==> config.mk <==
export PLATFORM = sky130hd
export DESIGN_NAME = gated_freq_counter
export DESIGN_NICKNAME = d
export VERILOG_FILES = /design/src/rtl/mc_pkg.sv /design/src/rtl/mc_edge_sync.sv /design/src/rtl/mc_gate_timer.sv /design/src/rtl/mc_sat_counter.sv /design/src/rtl/gated_freq_counter.sv
export SDC_FILE = /design/constraint.sdc
export NUM_CORES = 1
export LEC_CHECK = 0
export ABC_AREA = 0
export ABC_CLOCK_PERIOD_IN_PS = 2310
export BUFFER_PORTS_ARGS = -buffer_cell sky130_fd_sc_hd__clkbuf_2
export CORE_ASPECT_RATIO = 0.9
export CORE_MARGIN = 2
export CORE_UTILIZATION = 58
export DETAILED_ROUTE_END_ITERATION = 12
export HOLD_SLACK_MARGIN = 0.15
export PLACE_DENSITY = 0.77
export SKIP_CTS_REPAIR_TIMING = 1
export SLEW_MARGIN = 5
export SYNTH_ARGS = -nofsm -noshare
export SYNTH_HDL_FRONTEND = slang
export SYNTH_SLANG_ARGS = --single-unit
==> constraint.sdc <==
create_clock -name clk -period 2.31 [get_ports clk]
set_input_delay 0.462 -clock clk [delete_from_list [all_inputs] [get_ports clk]]
set_output_delay 0.462 -clock clk [all_outputs]
set_load 0.02 [all_outputs]
==> src/rtl/mc_pkg.sv <==
package mc_pkg;

    typedef enum logic [1:0] {
        ST_IDLE = 2'd0,
        ST_ARM  = 2'd1,
        ST_RUN  = 2'd2
    } mc_state_e;

    typedef enum logic {
        MODE_FREQ   = 1'b0,
        MODE_PERIOD = 1'b1
    } mc_mode_e;

endpackage

==> src/rtl/mc_edge_sync.sv <==
module mc_edge_sync #(
    parameter int unsigned STAGES = 2
) (
    input  logic clk,
    input  logic rst_n,
    input  logic async_i,
    output logic rise_o
);
    // sh[0..STAGES-1] synchronize, sh[STAGES] holds the previous synchronized value
    localparam int unsigned SW = STAGES + 1;

    logic [SW-1:0] sh_d, sh_q;

    always_comb begin
        sh_d = {sh_q[SW-2:0], async_i};
    end

    always_ff @(posedge clk or negedge rst_n) begin
        if (!rst_n) sh_q <= '0;
        else        sh_q <= sh_d;
    end

    assign rise_o = sh_q[STAGES-1] & ~sh_q[STAGES];

endmodule

==> src/rtl/mc_gate_timer.sv <==
module mc_gate_timer #(
    parameter int unsigned GATE0 = 1,
    parameter int unsigned GATE1 = 4,
    parameter int unsigned GATE2 = 8,
    parameter int unsigned GATE3 = 32
) (
    input  logic       clk,
    input  logic       rst_n,
    input  logic       clr_i,
    input  logic       run_i,
    input  logic       tick_i,
    input  logic [1:0] sel_i,
    output logic       close_o
);
    localparam int unsigned MAX01 = (GATE0 > GATE1) ? GATE0 : GATE1;
    localparam int unsigned MAX23 = (GATE2 > GATE3) ? GATE2 : GATE3;
    localparam int unsigned GMAX  = (MAX01 > MAX23) ? MAX01 : MAX23;
    localparam int unsigned TW    = $clog2(GMAX + 1);
    localparam int unsigned GATES [4] = '{GATE0, GATE1, GATE2, GATE3};

    logic [TW-1:0] cnt_d, cnt_q;
    logic [TW-1:0] last_tick;

    always_comb begin
        last_tick = TW'(GATES[sel_i] - 1);
        close_o   = run_i & tick_i & (cnt_q == last_tick);
        cnt_d     = cnt_q;
        if (clr_i)               cnt_d = '0;
        else if (run_i & tick_i) cnt_d = cnt_q + 1'b1;
    end

    always_ff @(posedge clk or negedge rst_n) begin
        if (!rst_n) cnt_q <= '0;
        else        cnt_q <= cnt_d;
    end

endmodule

==> src/rtl/mc_sat_counter.sv <==
module mc_sat_counter #(
    parameter int unsigned W = 20
) (
    input  logic         clk,
    input  logic         rst_n,
    input  logic         clr_i,
    input  logic         inc_i,
    output logic [W-1:0] nxt_o,
    output logic         ovf_o
);
    localparam logic [W-1:0] TOP = '1;

    typedef struct packed {
        logic [W-1:0] cnt;
        logic         ovf;
    } cnt_t;

    cnt_t n_d, n_q;

    always_comb begin
        n_d = n_q;
        if (clr_i) begin
            n_d.cnt = '0;
            n_d.ovf = 1'b0;
        end else if (inc_i) begin
            if (n_q.cnt == TOP) n_d.ovf = 1'b1;
            else                n_d.cnt = n_q.cnt + 1'b1;
        end
    end

    always_ff @(posedge clk or negedge rst_n) begin
        if (!rst_n) n_q <= '0;
        else        n_q <= n_d;
    end

    assign nxt_o = n_d.cnt;
    assign ovf_o = n_q.ovf;

endmodule

==> src/rtl/gated_freq_counter.sv <==
module gated_freq_counter #(
    parameter int unsigned CNT_W       = 20,
    parameter int unsigned SYNC_STAGES = 2,
    parameter int unsigned GATE0       = 1,
    parameter int unsigned GATE1       = 4,
    parameter int unsigned GATE2       = 8,
    parameter int unsigned GATE3       = 32
) (
    input  logic             clk,
    input  logic             rst_n,
    input  logic             tick_i,
    input  logic             sig_i,
    input  logic             lf_sig_i,
    input  logic             mode_i,
    input  logic [1:0]       gate_sel_i,
    input  logic             start_i,
    output logic             busy_o,
    output logic             done_o,
    output logic             ovf_o,
    output logic [CNT_W-1:0] result_o
);
    import mc_pkg::*;

    typedef struct packed {
        mc_state_e        state;
        mc_mode_e         mode;
        logic [1:0]       sel;
        logic             done;
        logic [CNT_W-1:0] result;
    } regs_t;

    regs_t r_d, r_q;

    logic             hf_rise, lf_rise;
    logic             gate_close;
    logic             start_ok;
    logic             cnt_inc;
    logic [CNT_W-1:0] cnt_nxt;
    logic             running_freq, running_period;

    mc_edge_sync #(.STAGES(SYNC_STAGES)) u_hf_sync (
        .clk     (clk),
        .rst_n   (rst_n),
        .async_i (sig_i),
        .rise_o  (hf_rise)
    );

    mc_edge_sync #(.STAGES(SYNC_STAGES)) u_lf_sync (
        .clk     (clk),
        .rst_n   (rst_n),
        .async_i (lf_sig_i),
        .rise_o  (lf_rise)
    );

    mc_gate_timer #(
        .GATE0 (GATE0),
        .GATE1 (GATE1),
        .GATE2 (GATE2),
        .GATE3 (GATE3)
    ) u_gate (
        .clk     (clk),
        .rst_n   (rst_n),
        .clr_i   (start_ok),
        .run_i   (running_freq),
        .tick_i  (tick_i),
        .sel_i   (r_q.sel),
        .close_o (gate_close)
    );

    mc_sat_counter #(.W(CNT_W)) u_cnt (
        .clk   (clk),
        .rst_n (rst_n),
        .clr_i (start_ok),
        .inc_i (cnt_inc),
        .nxt_o (cnt_nxt),
        .ovf_o (ovf_o)
    );

    always_comb begin
        start_ok       = (r_q.state == ST_IDLE) & start_i;
        running_freq   = (r_q.state == ST_RUN) & (r_q.mode == MODE_FREQ);
        running_period = (r_q.state == ST_RUN) & (r_q.mode == MODE_PERIOD);
        cnt_inc        = (running_freq & hf_rise) | running_period;
    end

    always_comb begin
        r_d = r_q;
        unique case (r_q.state)
            ST_IDLE: begin
                if (start_i) begin
                    r_d.state = ST_ARM;
                    r_d.mode  = mc_mode_e'(mode_i);
                    r_d.sel   = gate_sel_i;
                    r_d.done  = 1'b0;
                end
            end
            ST_ARM: begin
                if (r_q.mode == MODE_FREQ) begin
                    if (tick_i) r_d.state = ST_RUN;
                end else begin
                    if (lf_rise) r_d.state = ST_RUN;
                end
            end
            ST_RUN: begin
                if ((running_freq & gate_close) | (running_period & lf_rise)) begin
                    r_d.state  = ST_IDLE;
                    r_d.result = cnt_nxt;
                    r_d.done   = 1'b1;
                end
            end
            default: r_d.state = ST_IDLE;
        endcase
    end

    always_ff @(posedge clk or negedge rst_n) begin
        if (!rst_n) begin
            r_q.state  <= ST_IDLE;
            r_q.mode   <= MODE_FREQ;
            r_q.sel    <= '0;
            r_q.done   <= 1'b0;
            r_q.result <= '0;
        end else begin
            r_q <= r_d;
        end
    end

    assign busy_o   = (r_q.state != ST_IDLE);
    assign done_o   = r_q.done;
    assign result_o = r_q.result;

endmodule

==> impl_results.md <==
- Synth top area cells: dfrtp_1 (51%), mux2_2 (5.5%), buf_4 (5.2%), mux2i_1 (4.2%), nand2_1 (2.6%)
- Post-route antenna net violation count: 0
- Outcome: complete, no violations
- Post-route setup TNS: 0 ns
- IO Pins: 32
- CTS clock-pin slew for the worst setup and hold paths: 0.06 ns
- WL final: 5.78 mm
- CP top delay family: simple AND/OR/NAND/NOR gates
- Layout cells sized above 1: between 20% and 30%
- CP Data Arrival Time: between 2 and 2.5 ns
- Worst skew pair latency: 0.34 ns
- CP bufs+invs: 1
- Filler cells: a little under 400
- Antenna violations before repair: 0
- FF-to-FF path depth: 6
- Cts bufs inserted: 9
- Row count: 24
- Pin count of the biggest net entering global routing: 60
- Reg2reg start: u_cnt.n_q[4]$_DFF_PN0_
- Met2 wire len: between 2 and 3 mm
- Hold Vio Cnt, Final: 0
- Final slew viol count: 0
- CTS Root Cell: clkbuf_8
- Worst Path Max Fanout: 13
- Worst path max stage delay: roughly 0.51 ns
- Routability Congestion: 0.913
- Yosys top cell area share: approximately half
- I/O Buffers: 31
- Nature of the critical path endpoint: flop
- Most common cell in the netlist: dfrtp_1
- Unique masters post-synth: 49
- Sequential cell area: between 1000 and 1500 sq um
- Pwr/cell area: 1010 nW/um^2
- First-pass GRT wire length: around 9.8 mm
- Setup violations, final: 0
- Avg WL per Cell: 16.2 microns
- Wl on met1: ~2.7 mm
- H-Tree Depth: 3
- Post-synthesis sequential area ratio: 51.1%
- Yosys top cell by area: dfrtp_1
- Post-Syn Nets: around 280
- Tcrit/Tclk final: 91.2%
- Clk_skew: 0.00636 ns
- Commonest cells post-synth: dfrtp_1 (59), buf_4 (20), nand2_1 (20), nor2_1 (18), mux2_2 (14)
- Vias per cell: 5.84
- Die area: 5570 sq um
- Slew @ Worst Pin: between 0.5 and 0.6 ns
- Synth Flop Type: dfrtp_1
- Cells after Synth: 268
- Worst reg2reg path endpoint: result_o[13]$_DFFE_PN0P_
- Minimum clock period: 2.11 ns
- Worst Setup Path Type: reg2reg
- Setup slack, reg-to-reg: 0.20 ns
- Max Fclk: 0.474 GHz
- FFs w/ async S/R, synth: 100%
- Finished Layout Cells: 357
- # diodes: 0
- Slowest CP cell: or4_1
- DR iter-0 viols: 158
- Top layer in use: met4
- Initial Utilization: 59.8%
- Vias: 2084
- Detail Placement HPWL: 3.88 mm
- DRC Markers: 0
- Post-placement cell count: 342
- Syn avg cell area: 10.8 sq um
- Area Growth Syn to Fin: 11.3%
- Synth Cell Area: 2890 sq um
- Hold Crit Class: in2async
- Core area: 4830 sq um
- Worst-case vdd ir drop: 0.777 mV
- Startpoint Class: flop
- Max-cap violations: 0
- Longest Clk Path Bufs: 2
- Die Y: 71.0 microns
- Worst rel slew slack: 65.1%
- Number of global-route vias before repair: between 1500 and 2000
- Overall routing resource usage: approximately a quarter
- Die width: 78.4 microns
- Metal3 WL: 302 microns
- Final nets: 299
- # clock sinks: 59
- Grt ovf: 0
- Leak: roughly 1.5 nW
- Req. time, crit path: between 2 and 3 ns
- Crit path from: u_cnt.n_q[4]$_DFF_PN0_
- #FFs+latches synth: 59
- CP cell instances: and4_1 -> o2111ai_1 -> buf_4 -> or4_1 -> a21oi_1 -> mux2_2
- Syn. warnings: 0
- TritonCTS clock tree: done
- EDFF count, synth: 0
- Area of the multi-input gates: between 1000 and 1500 sq um
- 1st-pass router iterations: 4
- Unrepaired setup endpoints after global routing: false
-- per-stage QoR --
step	util [%]	hold slack (ns)	power [W]	cell area (sq um)	worst slack, ns
finish	66.6	0.127	0.00325	3220	0.202
CTS	66.5	0.126	0.00328	3210	0.212
detailed placement	62.4	0.338	0.00233	3020	0.274
global route	66.6	0.159	0.00343	3220	0.0603
floorplan	-	0.166	0.00218	2890	0.339
global placement	62.4	0.333	0.00230	3020	0.351
-- flip-flops by register name, summed over array words and instances, names as in the netlist --
| register | flops |
|---|---|
| u_lf_sync.sh_q | 3 |
| u_cnt.ovf_o | 1 |
| u_cnt.n_q | 20 |
| u_hf_sync.sh_q | 3 |
| u_gate.cnt_q | 6 |
| result_o | 20 |
| done_o | 1 |
| r_q | 5 |
-- cell type report --
class                      instances  share of cell area (%)
clock inverter                     2                    1.09
tap                               65                    2.53
clock buffer                      13                    4.94
timing repair buffer              42                    7.77
inverter                           9                    1.05
multi-input combinational        167                    36.8
sequential                        59                    45.9
-- power by group --
group          total (W)  switching (W)  internal [W]
logic           0.000903       0.000543      0.000360
clock network   0.000938       0.000388      0.000550
registers        0.00141       0.000168       0.00124
total            0.00325        0.00110       0.00215
-- worst register-to-register path, cell delays in order, from the launching register on --
cell,delay [ns]
dfrtp_1,0.43
and4_1,0.35
o2111ai_1,0.18
buf_4,0.22
or4_1,0.52
a21oi_1,0.20
mux2_2,0.17
-- per-layer routing --
metal | vias up | track usage, %
met5 | - | 0
met4 | 0 | 7.60
met3 | 9 | 7.65
met2 | 66 | 35.8
met1 | 1015 | 33.2
li1 | 994 | -
-- layout by cell type (no fill, tap or decap), types with 3 or more instances in the layout --
cell and n:
dfrtp_1 59, clkbuf_2 31, nand2_1 20, nor2_1 18, mux2_2 14, mux2i_1 12, clkbuf_8 11, buf_4 10
inv_1 8, a21oi_1 7, nand4_1 7, xnor2_1 5, o2111ai_1 4, nor3_1 4, nand3_1 4, a211oi_1 4
o31ai_1 4, xor2_1 4, and4_1 3, and2_1 3, or3_1 3, or2_2 3, nor4_1 3, or4_1 3
o211ai_1 3, nand2b_1 3
-- worst max-delay path by stage --
stage,endpoint,depth (start not counted)
after floorplan,result_o[18]$_DFFE_PN0P_,7
after global placement,result_o[1]$_DFFE_PN0P_,7
after detailed placement,result_o[13]$_DFFE_PN0P_,6
after CTS,result_o[13]$_DFFE_PN0P_,6
after global routing,result_o[1]$_DFFE_PN0P_,7
final,result_o[13]$_DFFE_PN0P_,6
-- kinds of logic (layout without fill, tap and decap cells) --
group | count (synthesis) | in the layout | share of synthesized area (%)
adder cells (fa/ha/maj) | 2 | 2 | 0.865
buffers and inverters | 42 | 66 | 8.35
AO/OA/AOI/OAI | 44 | 44 | 11.1
AND/OR/NAND/NOR | 86 | 86 | 16.3
flip-flops | 59 | 59 | 51.1
XOR/XNOR | 9 | 9 | 2.73
multiplexers | 26 | 26 | 9.61
(Power assumes the default switching activity.)
